[config.mk]
export PLATFORM = sky130hd
export DESIGN_NAME = sbus_core
export DESIGN_NICKNAME = d
export VERILOG_FILES = /design/src/rtl/sbus_pkg.sv /design/src/rtl/sbus_regfile.sv /design/src/rtl/sbus_alu.sv /design/src/rtl/sbus_ctrl.sv /design/src/rtl/sbus_core.sv
export SDC_FILE = /design/constraint.sdc
export NUM_CORES = 2
export LEC_CHECK = 0
export BUFFER_PORTS_ARGS = -buffer_cell sky130_fd_sc_hd__clkbuf_2
export CORE_UTILIZATION = 60
export DETAILED_ROUTE_END_ITERATION = 7
export GPL_TIMING_DRIVEN = 0
export PLACE_DENSITY = 0.83
export SYNTH_ARGS = -nofsm -noshare
export SYNTH_HDL_FRONTEND = slang
export SYNTH_SLANG_ARGS = --single-unit
[constraint.sdc]
create_clock -name clk -period 8.3 [get_ports clk]
set_input_delay 0.83 -clock clk [delete_from_list [all_inputs] [get_ports clk]]
set_output_delay 0.83 -clock clk [all_outputs]
set_load 0.005 [all_outputs]
[src/rtl/sbus_pkg.sv]
// Shared encoding constants and the control-strobe bundle of the single-bus core.
// Assumes a 32-bit instruction word held in the low bits of the datapath.
package sbus_pkg;
    localparam int OP_LO  = 24;
    localparam int OP_W   = 8;
    localparam int FA_LO  = 20;
    localparam int FB_LO  = 16;
    localparam int OFF_W  = 16;
    localparam int STEP_W = 3;

    localparam logic [OP_W-1:0] OPC_ADD  = 8'h01;
    localparam logic [OP_W-1:0] OPC_ADDM = 8'h02;
    localparam logic [OP_W-1:0] OPC_BR   = 8'h03;
    localparam logic [OP_W-1:0] OPC_BZ   = 8'h04;

    typedef struct packed {
        logic pc_out;
        logic pc_in;
        logic z_out;
        logic z_in;
        logic y_in;
        logic mdr_out;
        logic mar_in;
        logic ir_in;
        logic rf_out;
        logic rf_in;
        logic rf_sel_b;
        logic off_out;
        logic sel_four;
        logic flag_upd;
        logic mem_req;
        logic done;
    } ctl_t;
endpackage

[src/rtl/sbus_regfile.sv]
// General register file: one read port, one write port, all words cleared by reset.
// Assumes the write and the read never need the same word in the same step.
module sbus_regfile #(
    parameter int DW   = 32,
    parameter int NREG = 16,
    localparam int AW  = $clog2(NREG)
) (
    input  logic          clk,
    input  logic          rst_n,
    input  logic          we,
    input  logic [AW-1:0] waddr,
    input  logic [DW-1:0] wdata,
    input  logic [AW-1:0] raddr,
    output logic [DW-1:0] rdata
);
    logic [DW-1:0] words [NREG];

    for (genvar g = 0; g < NREG; g++) begin : g_word
        logic [DW-1:0] q;
        // Hold one register, loading it when it is the write target.
        always_ff @(posedge clk) begin
            if (!rst_n)
                q <= '0;
            else if (we && waddr == AW'(g))
                q <= wdata;
        end
        assign words[g] = q;
    end

    assign rdata = words[raddr];
endmodule

[src/rtl/sbus_alu.sv]
// Combinational adder: one operand is Y or the constant 4, the other is the bus.
// Assumes no storage; the caller latches the sum into Z.
module sbus_alu #(
    parameter int DW = 32
) (
    input  logic [DW-1:0] y_val,
    input  logic [DW-1:0] bus_val,
    input  logic          sel_four,
    output logic [DW-1:0] sum,
    output logic          zero
);
    localparam logic [DW-1:0] INC = DW'(4);

    // Pick the left operand and add.
    always_comb begin
        sum  = (sel_four ? INC : y_val) + bus_val;
        zero = (sum == '0);
    end
endmodule

[src/rtl/sbus_ctrl.sv]
// Hardwired step counter and decoder: one control step per clock, stalls while a
// memory request waits for acknowledge, returns to step 0 after the last step.
// Assumes the opcode input is stable from step 3 onward (IR loads at end of step 2).
module sbus_ctrl
    import sbus_pkg::*;
(
    input  logic            clk,
    input  logic            rst_n,
    input  logic [OP_W-1:0] opcode,
    input  logic            zflag,
    input  logic            mem_ack,
    output ctl_t            ctl
);
    logic [STEP_W-1:0] step;

    // Advance, hold on a pending request, or restart after the final step.
    always_ff @(posedge clk) begin
        if (!rst_n)
            step <= '0;
        else if (ctl.done)
            step <= '0;
        else if (ctl.mem_req && !mem_ack)
            step <= step;
        else
            step <= step + 1'b1;
    end

    // Decode the strobes of the current step.
    always_comb begin
        ctl = '0;
        case (step)
            3'd0: begin ctl.pc_out = 1'b1; ctl.mar_in = 1'b1; ctl.sel_four = 1'b1; ctl.z_in = 1'b1; end
            3'd1: begin ctl.z_out = 1'b1; ctl.pc_in = 1'b1; ctl.mem_req = 1'b1; end
            3'd2: begin ctl.mdr_out = 1'b1; ctl.ir_in = 1'b1; end
            default: begin
                if (opcode == OPC_ADD) begin
                    case (step)
                        3'd3: begin ctl.rf_out = 1'b1; ctl.y_in = 1'b1; end
                        3'd4: begin ctl.rf_out = 1'b1; ctl.rf_sel_b = 1'b1; ctl.z_in = 1'b1; ctl.flag_upd = 1'b1; end
                        default: begin ctl.z_out = 1'b1; ctl.rf_in = 1'b1; ctl.done = 1'b1; end
                    endcase
                end else if (opcode == OPC_ADDM) begin
                    case (step)
                        3'd3: begin ctl.rf_out = 1'b1; ctl.rf_sel_b = 1'b1; ctl.mar_in = 1'b1; end
                        3'd4: ctl.mem_req = 1'b1;
                        3'd5: begin ctl.rf_out = 1'b1; ctl.y_in = 1'b1; end
                        3'd6: begin ctl.mdr_out = 1'b1; ctl.z_in = 1'b1; ctl.flag_upd = 1'b1; end
                        default: begin ctl.z_out = 1'b1; ctl.rf_in = 1'b1; ctl.done = 1'b1; end
                    endcase
                end else if (opcode == OPC_BR || opcode == OPC_BZ) begin
                    case (step)
                        3'd3: begin
                            ctl.pc_out = 1'b1;
                            ctl.y_in   = 1'b1;
                            ctl.done   = (opcode == OPC_BZ) && !zflag;
                        end
                        3'd4: begin ctl.off_out = 1'b1; ctl.z_in = 1'b1; end
                        default: begin ctl.z_out = 1'b1; ctl.pc_in = 1'b1; ctl.done = 1'b1; end
                    endcase
                end else begin
                    ctl.done = 1'b1;
                end
            end
        endcase
    end


    step_restart_chk: assert property (@(posedge clk) disable iff (!rst_n)
        ctl.done |=> (step == '0));
endmodule

[src/rtl/sbus_core.sv]
// Single-bus core top: PC, IR, MAR, MDR, Y, Z, zero flag, register file, adder and
// sequencer. Every register load happens on the rising clock edge.
// Assumes DW >= 32 so that the instruction word fits in the datapath.
module sbus_core
    import sbus_pkg::*;
#(
    parameter int            DW       = 32,
    parameter int            NREG     = 16,
    parameter logic [DW-1:0] RESET_PC = '0,
    localparam int           RAW      = $clog2(NREG)
) (
    input  logic           clk,
    input  logic           rst_n,
    output logic           mem_req,
    output logic [DW-1:0]  mem_addr,
    input  logic [DW-1:0]  mem_rdata,
    input  logic           mem_ack,
    output logic [DW-1:0]  pc_o,
    output logic           zflag_o,
    output logic           instr_done_o,
    output logic           rf_we_o,
    output logic [RAW-1:0] rf_waddr_o,
    output logic [DW-1:0]  rf_wdata_o
);
    logic [DW-1:0] pc_q, ir_q, mar_q, mdr_q, y_q, z_q;
    logic          zflag_q;
    logic [DW-1:0] bus, rf_rdata, alu_sum, off_ext;
    logic          alu_zero;
    ctl_t          ctl;

    sbus_ctrl u_ctrl (
        .clk     (clk),
        .rst_n   (rst_n),
        .opcode  (ir_q[OP_LO +: OP_W]),
        .zflag   (zflag_q),
        .mem_ack (mem_ack),
        .ctl     (ctl)
    );

    sbus_regfile #(.DW(DW), .NREG(NREG)) u_rf (
        .clk   (clk),
        .rst_n (rst_n),
        .we    (ctl.rf_in),
        .waddr (ir_q[FA_LO +: RAW]),
        .wdata (bus),
        .raddr (ctl.rf_sel_b ? ir_q[FB_LO +: RAW] : ir_q[FA_LO +: RAW]),
        .rdata (rf_rdata)
    );

    sbus_alu #(.DW(DW)) u_alu (
        .y_val    (y_q),
        .bus_val  (bus),
        .sel_four (ctl.sel_four),
        .sum      (alu_sum),
        .zero     (alu_zero)
    );

    assign off_ext = {{(DW-OFF_W){ir_q[OFF_W-1]}}, ir_q[OFF_W-1:0]};

    // Merge the gated sources onto the shared bus.
    always_comb begin
        bus = ({DW{ctl.pc_out}}  & pc_q)
            | ({DW{ctl.z_out}}   & z_q)
            | ({DW{ctl.mdr_out}} & mdr_q)
            | ({DW{ctl.rf_out}}  & rf_rdata)
            | ({DW{ctl.off_out}} & off_ext);
    end

    // Program counter: load from the bus when strobed.
    always_ff @(posedge clk) begin
        if (!rst_n)         pc_q <= RESET_PC;
        else if (ctl.pc_in) pc_q <= bus;
    end

    // Instruction, address, staging and result registers.
    always_ff @(posedge clk) begin
        if (!rst_n) begin
            ir_q  <= '0;
            mar_q <= '0;
            y_q   <= '0;
            z_q   <= '0;
        end else begin
            if (ctl.ir_in)  ir_q  <= bus;
            if (ctl.mar_in) mar_q <= bus;
            if (ctl.y_in)   y_q   <= bus;
            if (ctl.z_in)   z_q   <= alu_sum;
        end
    end

    // Memory data register: captures read data on acknowledge.
    always_ff @(posedge clk) begin
        if (!rst_n)                  mdr_q <= '0;
        else if (ctl.mem_req && mem_ack) mdr_q <= mem_rdata;
    end

    // Zero flag: updated only by instruction-level additions.
    always_ff @(posedge clk) begin
        if (!rst_n)                        zflag_q <= 1'b0;
        else if (ctl.z_in && ctl.flag_upd) zflag_q <= alu_zero;
    end

    assign mem_req      = ctl.mem_req;
    assign mem_addr     = mar_q;
    assign pc_o         = pc_q;
    assign zflag_o      = zflag_q;
    assign instr_done_o = ctl.done;
    assign rf_we_o      = ctl.rf_in;
    assign rf_waddr_o   = ir_q[FA_LO +: RAW];
    assign rf_wdata_o   = bus;


    bus_onehot_chk: assert property (@(posedge clk) disable iff (!rst_n)
        $onehot0({ctl.pc_out, ctl.z_out, ctl.mdr_out, ctl.rf_out, ctl.off_out}));


    req_hold_chk: assert property (@(posedge clk) disable iff (!rst_n)
        (mem_req && !mem_ack) |=> (mem_req && $stable(mem_addr)));


    wr_at_end_chk: assert property (@(posedge clk) disable iff (!rst_n)
        rf_we_o |-> instr_done_o);


    zflag_hold_chk: assert property (@(posedge clk) disable iff (!rst_n)
        !(ctl.z_in && ctl.flag_upd) |=> $stable(zflag_q));
endmodule

# [After elaboration in Yosys (flattened, before gate mapping)]
# Index checks and enable logic that the tools add are counted.
# Widths: inputs -> output; s select.
[classes] add_sub_neg=2 magnitude_cmp=1 eq_ne=25 muxes=45 bitwise=11 n_reduce_logical=34
[ops] cell="$and 32x32->32" n=5
[ops] cell="$bmux 32 s4" n=1
[ops] cell="$or 32x32->32" n=4
[ops] cell="$mux 32" n=3
[ops] cell="$add 32x32->32" n=1
[ops] cell="$eq 4x4->1 const B" n=8
[ops] cell="$logic_not 32->1" n=1
[ops] cell="$mux 1" n=21
[ops] cell="$logic_and 1x1->1" n=20
[ops] cell="$eq 4x3->1 const B" n=4
[ops] cell="$eq 8x2->1 const B" n=2
[ops] cell="$mux 2" n=6
[ops] cell="$mux 3" n=4
[ops] cell="$pmux 1 s2" n=6
[ops] cell="$reduce_or 2->1" n=6
[ops] cell="$eq 3x3->1 const B" n=3
[ops] cell="$eq 4x2->1 const B" n=2
[ops] cell="$eq 8x1->1 const B" n=1
[ops] cell="$eq 8x3->1 const B" n=1
[ops] cell="$mux 4" n=2
[ops] cell="$eq 3x2->1 const B" n=2
[ops] cell="$ge 5x5->1 const B" n=1
[ops] cell="$mux 5" n=1
[ops] cell="$not 4->5" n=1
[ops] cell="other kinds (11)" n=12
[word_totals] register_bits=708 in_bits=35 out_inout_bits=104 elab_cells=142

# [Depth between registers and ports, before layout]
[logic_depth] word_depth=16 depth_mapped=30 depth_no_buf=24

# [By module]
# A second synthesis with hierarchy kept.
[unflattened] cells_unflattened=3850 area_unflattened_um2=34853.4
[by_module_without_submodules] module="sbus_regfile" n_inst=1 cells_each=2680 area_each_um2=24577.3 seq_area_each_um2=10249.8
[by_module_without_submodules] module="sbus_core" n_inst=1 cells_each=800 area_each_um2=7647.3 seq_area_each_um2=3863.7
[by_module_without_submodules] module="sbus_alu" n_inst=1 cells_each=288 area_each_um2=2064.5 seq_area_each_um2=0.0
[by_module_without_submodules] module="sbus_ctrl" n_inst=1 cells_each=82 area_each_um2=564.3 seq_area_each_um2=60.1

# [Least setup slack after synthesis]
# OpenSTA, ideal clock, no wires.
[synth_timing] path_kind="register -> register" from="register u_ctrl.step[2]" to="register zflag_q (netlist: zflag_o)" setup_time_ns=0.059 t_arrival_ns=6.106 required_ns=8.241 setup_slack_ns=2.134 path_stages_with_launch=30 n_path_buf=6 period_less_slack_ns=6.166 path_cell_list="dfxtp_1 > clkbuf_1 > inv_1 > ha_1 > clkbuf_1 > nand4b_1 > o211ai_2 > and3_1 > a21oi_1 > buf_4 > buf_1 > mux4_2 > nor2b_1 > a211oi_1 > a21oi_1 > a221oi_2 > buf_4 > inv_1 > ha_1 > clkbuf_1 > a21oi_1 > o21ai_0 > a221oi_1 > and3_1 > o211ai_1 > and3_1 > mux2_2 > nor4_1 > nand4_1 > nand2_1"
[synth_between] elab_chain_len=15 elab_cells_between_ends=61 cone_classes="1 x add/sub; 6 x eq/ne; 34 x mux; 10 x bitwise; 10 x reduce/logical"
[synth_rtl] element="start: declaration" line="sbus_ctrl.sv:14" text="logic [STEP_W-1:0] step;"
[synth_rtl] element="start signal: assignment" line="sbus_ctrl.sv:23" text="step <= step;"
[synth_rtl] element="start signal: assignment" line="sbus_ctrl.sv:25" text="step <= step + 1'b1;"
[synth_rtl] element="$eq 3x2->1" line="sbus_ctrl.sv:37, sbus_ctrl.sv:43, sbus_ctrl.sv:51"
[synth_rtl] element="$mux 1" line="sbus_ctrl.sv:43, sbus_ctrl.sv:51"
[synth_rtl] element="$mux 3" line="sbus_ctrl.sv:42" text="end else if (opcode == OPC_ADDM) begin"
[synth_rtl] element="$mux 3" line="sbus_ctrl.sv:36" text="if (opcode == OPC_ADD) begin"
[synth_rtl] element="$mux 4" line="sbus_ctrl.sv:31" text="case (step)"
[synth_rtl] element="$mux 4" line="sbus_core.sv:46" text=".raddr (ctl.rf_sel_b ? ir_q[FB_LO +: RAW] : ir_q[FA_LO +: RAW]),"
[synth_rtl] element="$not 4->5 (not written as such)" line="sbus_regfile.sv:30" text="assign rdata = words[raddr];"
[synth_rtl] element="$bmux 32 s4" line="sbus_regfile.sv:30"
[synth_rtl] element="$mux 32 (not written as such) (2 in a row)" line="sbus_regfile.sv:30"
[synth_rtl] element="$and 32x32->32" line="sbus_core.sv:65" text="| ({DW{ctl.rf_out}} & rf_rdata)"
[synth_rtl] element="$or 32x32->32" line="sbus_core.sv:65"
[synth_rtl] element="$or 32x32->32 (*)" line="sbus_core.sv:66" text="| ({DW{ctl.off_out}} & off_ext);"
[synth_rtl] element="named net rf_wdata_o[18]" line="sbus_core.sv:23" text="output logic [DW-1:0] rf_wdata_o"
[synth_rtl] element="$add 32x32->32 (*)" line="sbus_alu.sv:16" text="sum = (sel_four ? INC : y_val) + bus_val;"
[synth_rtl] element="$logic_not 32->1 (*)" line="sbus_alu.sv:17" text="zero = (sum == '0);"
[synth_rtl] element="end signal: assignment" line="sbus_core.sv:99" text="else if (ctl.z_in && ctl.flag_upd) zflag_q <= alu_zero;"
[synth_rtl] element="end: declaration" line="sbus_core.sv:26" text="logic zflag_q;"
# The timed path passes the listed nets; every way through them passes the cells marked *. The select of a mux whose other input is x is not followed.
# A chain may end at the register's enable or synchronous reset.

# [Final worst setup path]
[layout_timing] from="register u_ctrl.step[0]" to="register zflag_q (netlist: zflag_o)"
[layout_between] elab_chain_len=15 elab_cells_between_ends=61 cone_classes="1 x add/sub; 6 x eq/ne; 34 x mux; 10 x bitwise; 10 x reduce/logical"
[layout_rtl] element="$eq 3x2->1" line="sbus_ctrl.sv:37, sbus_ctrl.sv:43, sbus_ctrl.sv:51"
[layout_rtl] element="$mux 1" line="sbus_ctrl.sv:43, sbus_ctrl.sv:51"
[layout_rtl] element="$mux 3" line="sbus_ctrl.sv:42"
[layout_rtl] element="$mux 3" line="sbus_ctrl.sv:36"
[layout_rtl] element="$mux 4" line="sbus_ctrl.sv:31"
[layout_rtl] element="$mux 4" line="sbus_core.sv:46"
[layout_rtl] element="$not 4->5 (not written as such)" line="sbus_regfile.sv:30"
[layout_rtl] element="$bmux 32 s4" line="sbus_regfile.sv:30"
[layout_rtl] element="$mux 32 (not written as such) (2 in a row)" line="sbus_regfile.sv:30"
[layout_rtl] element="$and 32x32->32" line="sbus_core.sv:65"
[layout_rtl] element="$or 32x32->32" line="sbus_core.sv:65"
[layout_rtl] element="$or 32x32->32" line="sbus_core.sv:66"
[layout_rtl] element="$add 32x32->32" line="sbus_alu.sv:16"
[layout_rtl] element="$logic_not 32->1" line="sbus_alu.sv:17"
# Several ways; a longest one is shown, not always the timed one. The select of a mux whose other input is x is not followed.

==> qor.csv <==
stage;metric;value;unit
outcome;outcome;finished, violations left;
outcome;violations;DRC;
yosys;synth_edf_count;0;
die;die_w;227;um
die;core-area;50200;sq um
routing;drtIter0Drc;5356;
placed_design;placed_area;32000;sq um
die;start_util;60.7;%
clock_tree;clkTransAtPathRegs;0.06;ns
clock_tree;clock_latency;0.64;ns
layout;multi_input_area;14600;sq um
yosys;synthCells;3332;
timing;tns;0;ns
yosys;avgSynthCellArea;9.15;sq um
timing;fmax;123;MHz
global_routing;grt_overflow;0;
clock_tree;clockBufferDepth;3;
routing;dr.pass1.iters;8;
placed_design;hpwl;84.5;mm
timing;maxSlewViolCount;0;
global_routing;grt_antenna_before_repair;1;
yosys;ys_async_sr_fraction;0;%
critical_path;worstSetupPathType;flop to flop;
yosys;synth_ff_type;dfxtp_1;
routing;wire_per_inst;28.0;um
clock_tree;cts_buffers;72;
critical_path;slowest_delay;0.49;ns
routing;vias_per_cell;7.03;
layout;nNetsFinal;3615;
placed_design;port_buffers;137;
critical_path;cp_common_cell;inv_1;
global_routing;grt_max_degree;20;
routing;vias;30022;
die;dieArea;51700;sq um
yosys;yosysSeqAreaShare;46.5;%
layout;seq_area;14200;sq um
run;maxCapViolCount;0;
timing;worst_slack;0.155;ns
critical_path;end_kind;flop;
placed_design;preCtsSetupSlack;-0.0482;ns
clock_tree;tritoncts;done;
yosys;syn-cell-area;30500;sq um
timing;finalSetupViolCount;0;
yosys;yosys_warnings;0;
layout;utilization;68.9;%
timing;tightest_slew;1.40;ns
yosys;ys_types;80;
layout;drive_above_1_share;14.6;%
layout;antenna_cells;0;
layout;stdcell_count;4271;
yosys;synth_seq_cells;708;
placed_design;gp_congestion;1.06;
worst_hold_path;hold_class;primary input to flop;
clock_tree;root_buffer;clkbuf_16;
timing;maxSlewHeadroom;6.34;%
clock_tree;post_cts_buffers;0;
routing;route.detailed.drc;1;
timing;hold_violations;0;
clock_tree;htree_num_levels;3;
layout;areaGrowthSynthToFinish;13.4;%
global_routing;grt_pass1_vias;27639;
timing;fin_worst_skew;0.0216;ns
routing;wl;120;mm
routing;postRouteAntennaNets;0;
die;io_pins;139;
timing;post-route-period-util;98.1;%
power;peakVddDrop;218;uV
die;rows;82;
global_routing;grt_use_total;45.7;%
yosys;syn_nets;3404;
critical_path;critPathMaxFanout;10;
layout;final_area;34600;sq um
power;p_leak;13.7;nW
global_routing;grt_pass1_wl;173;mm
layout;fillers;3857;
die;die_y;227;um
power;powerDensity;348;nW/um^2
placed_design;dp.cells;4142;
timing;rsz0062_at_grt;false;
critical_path;arrival;8.72;ns
critical_path;cp.required;8.87;ns
timing;period_minus_slack;8.14;ns
critical_path;crit_path_start_kind;flop;
clock_tree;cts.sinks;708;
critical_path;crit_path_top_delay_cell;or3_1;
clock_tree;cts_hold_buf;0;
-- per-layer routing --
metal,wire length (um),vias to the layer above,global-route usage [%]
li1,-,12545,-
met4,12300,0,38.2
met1,41100,14033,56.6
met2,48300,2717,63.9
met3,18000,727,15.8
met5,0,-,0
-- where the power goes --
part	switching [mW]	internal, mW
registers	0.285	3.70
logic	3.33	1.28
clock network	1.43	2.02
-- state kept, by name, indices dropped and copies added, names as in the netlist --
signal / count
ir_q: 32
mdr_q: 32
mem_addr: 32
pc_o: 32
u_ctrl.step: 3
u_rf.g_word.q: 512
y_q: 32
z_q: 32
zflag_o: 1
-- Yosys cell counts (4+ instances only) --
cell	count	share of area [%]
a211oi_1	31	0.76
a21boi_0	7	0.17
a21o_1	12	0.30
a21oi_1	728	12
a221o_1	17	0.56
a221oi_1	5	0.14
a221oi_2	16	0.79
a222oi_1	15	0.49
a31oi_1	16	0.33
and2_1	35	0.72
and3_1	8	0.16
buf_1	8	0.099
buf_2	73	1.2
buf_4	20	0.49
buf_6	5	0.18
clkbuf_1	255	3.1
dfxtp_1	708	47
ha_1	36	1.5
inv_1	50	0.62
mux2i_1	66	2.2
mux4_2	124	9.2
nand2_1	192	2.4
nand2b_1	8	0.16
nand3_1	13	0.21
nand3b_1	5	0.12
nand4_1	11	0.23
nor2_1	75	0.92
nor2b_1	26	0.53
nor3_1	13	0.21
nor4_1	5	0.10
o2111ai_1	6	0.17
o211ai_1	5	0.12
o21a_1	12	0.30
o21ai_0	637	10
o21bai_1	4	0.099
xnor2_1	12	0.34
xor2_1	10	0.29
-- kinds of logic after synthesis --
logic type	share of synthesized area [%]
AO/OA/AOI/OAI	27.7
multiplexers	11.4
adder cells (fa/ha/maj)	1.54
flip-flops	46.5
AND/OR/NAND/NOR	6.39
buffers and inverters	5.76
XOR/XNOR	0.706
-- stage by stage --
step | hold WS [ns] | total power [mW]
5_1_grt | 0.426 | 12.2
6_report | 0.414 | 12.0
3_5_place_dp | 0.447 | 8.31
2_1_floorplan | 0.432 | 6.46
3_3_place_gp | 0.445 | 8.26
4_1_cts | 0.417 | 11.7
-- critical path, delay by kind of cell, from the launching register on --
family | cells | cell delay (ns)
multiplexers | 2 | 0.90
buffers and inverters | 7 | 1.71
adder cells (fa/ha/maj) | 3 | 0.68
AO/OA/AOI/OAI | 8 | 2.20
AND/OR/NAND/NOR | 7 | 1.85
XOR/XNOR | 1 | 0.36
flip-flops | 1 | 0.35
-- cell type report --
class | instances | area share, %
Buffer | 360 | 4.57
Multi-Input combinational cell | 2211 | 42.2
Clock buffer | 105 | 6.31
Tap cell | 672 | 2.43
Inverter | 52 | 0.565
Sequential cell | 708 | 41.0
Timing Repair Buffer | 138 | 2.01
Clock inverter | 25 | 0.880
-- worst paths after layout --
check | end | slack (ns) | start | depth (start not counted)
min reg2reg | z_q[4] | 0.46 | z_q[4] | 2
min | mdr_q[23] | 0.41 | mem_rdata[23] | 3
max | zflag_o | 0.16 | u_ctrl.step[0] | 28
max reg2reg | zflag_o | 0.16 | u_ctrl.step[0] | 28
-- repair_timing --
item	CTS	global route
resized for setup	2	28
setup endpoints to repair	1	8
pin swaps	0	0
-- cell usage in the layout (no fill, tap or decap), types with 5 or more instances in the layout --
cell,instances
clkinv_2,13
nor4_1,5
nand2b_1,8
buf_6,5
mux2i_1,65
clkbuf_4,5
buf_4,21
a21boi_0,7
nand4_1,11
clkbuf_2,143
inv_1,50
and3_1,8
a211oi_1,31
a21o_1,12
o211ai_1,5
mux4_2,124
o21ai_0,637
clkbuf_1,262
clkbuf_8,15
a222oi_1,15
a221o_1,17
bufinv_16,6
a31oi_1,16
nor2_1,75
and2_1,35
a221oi_2,16
ha_1,36
nand2_1,192
nand3_1,13
xnor2_1,12
nor2b_1,26
o21a_1,12
nand3b_1,5
o2111ai_1,6
nor3_1,13
a21oi_1,728
buf_2,71
dfxtp_1,708
clkbuf_16,77
xor2_1,10
No activity file was read; power rests on OpenSTA's default activity.
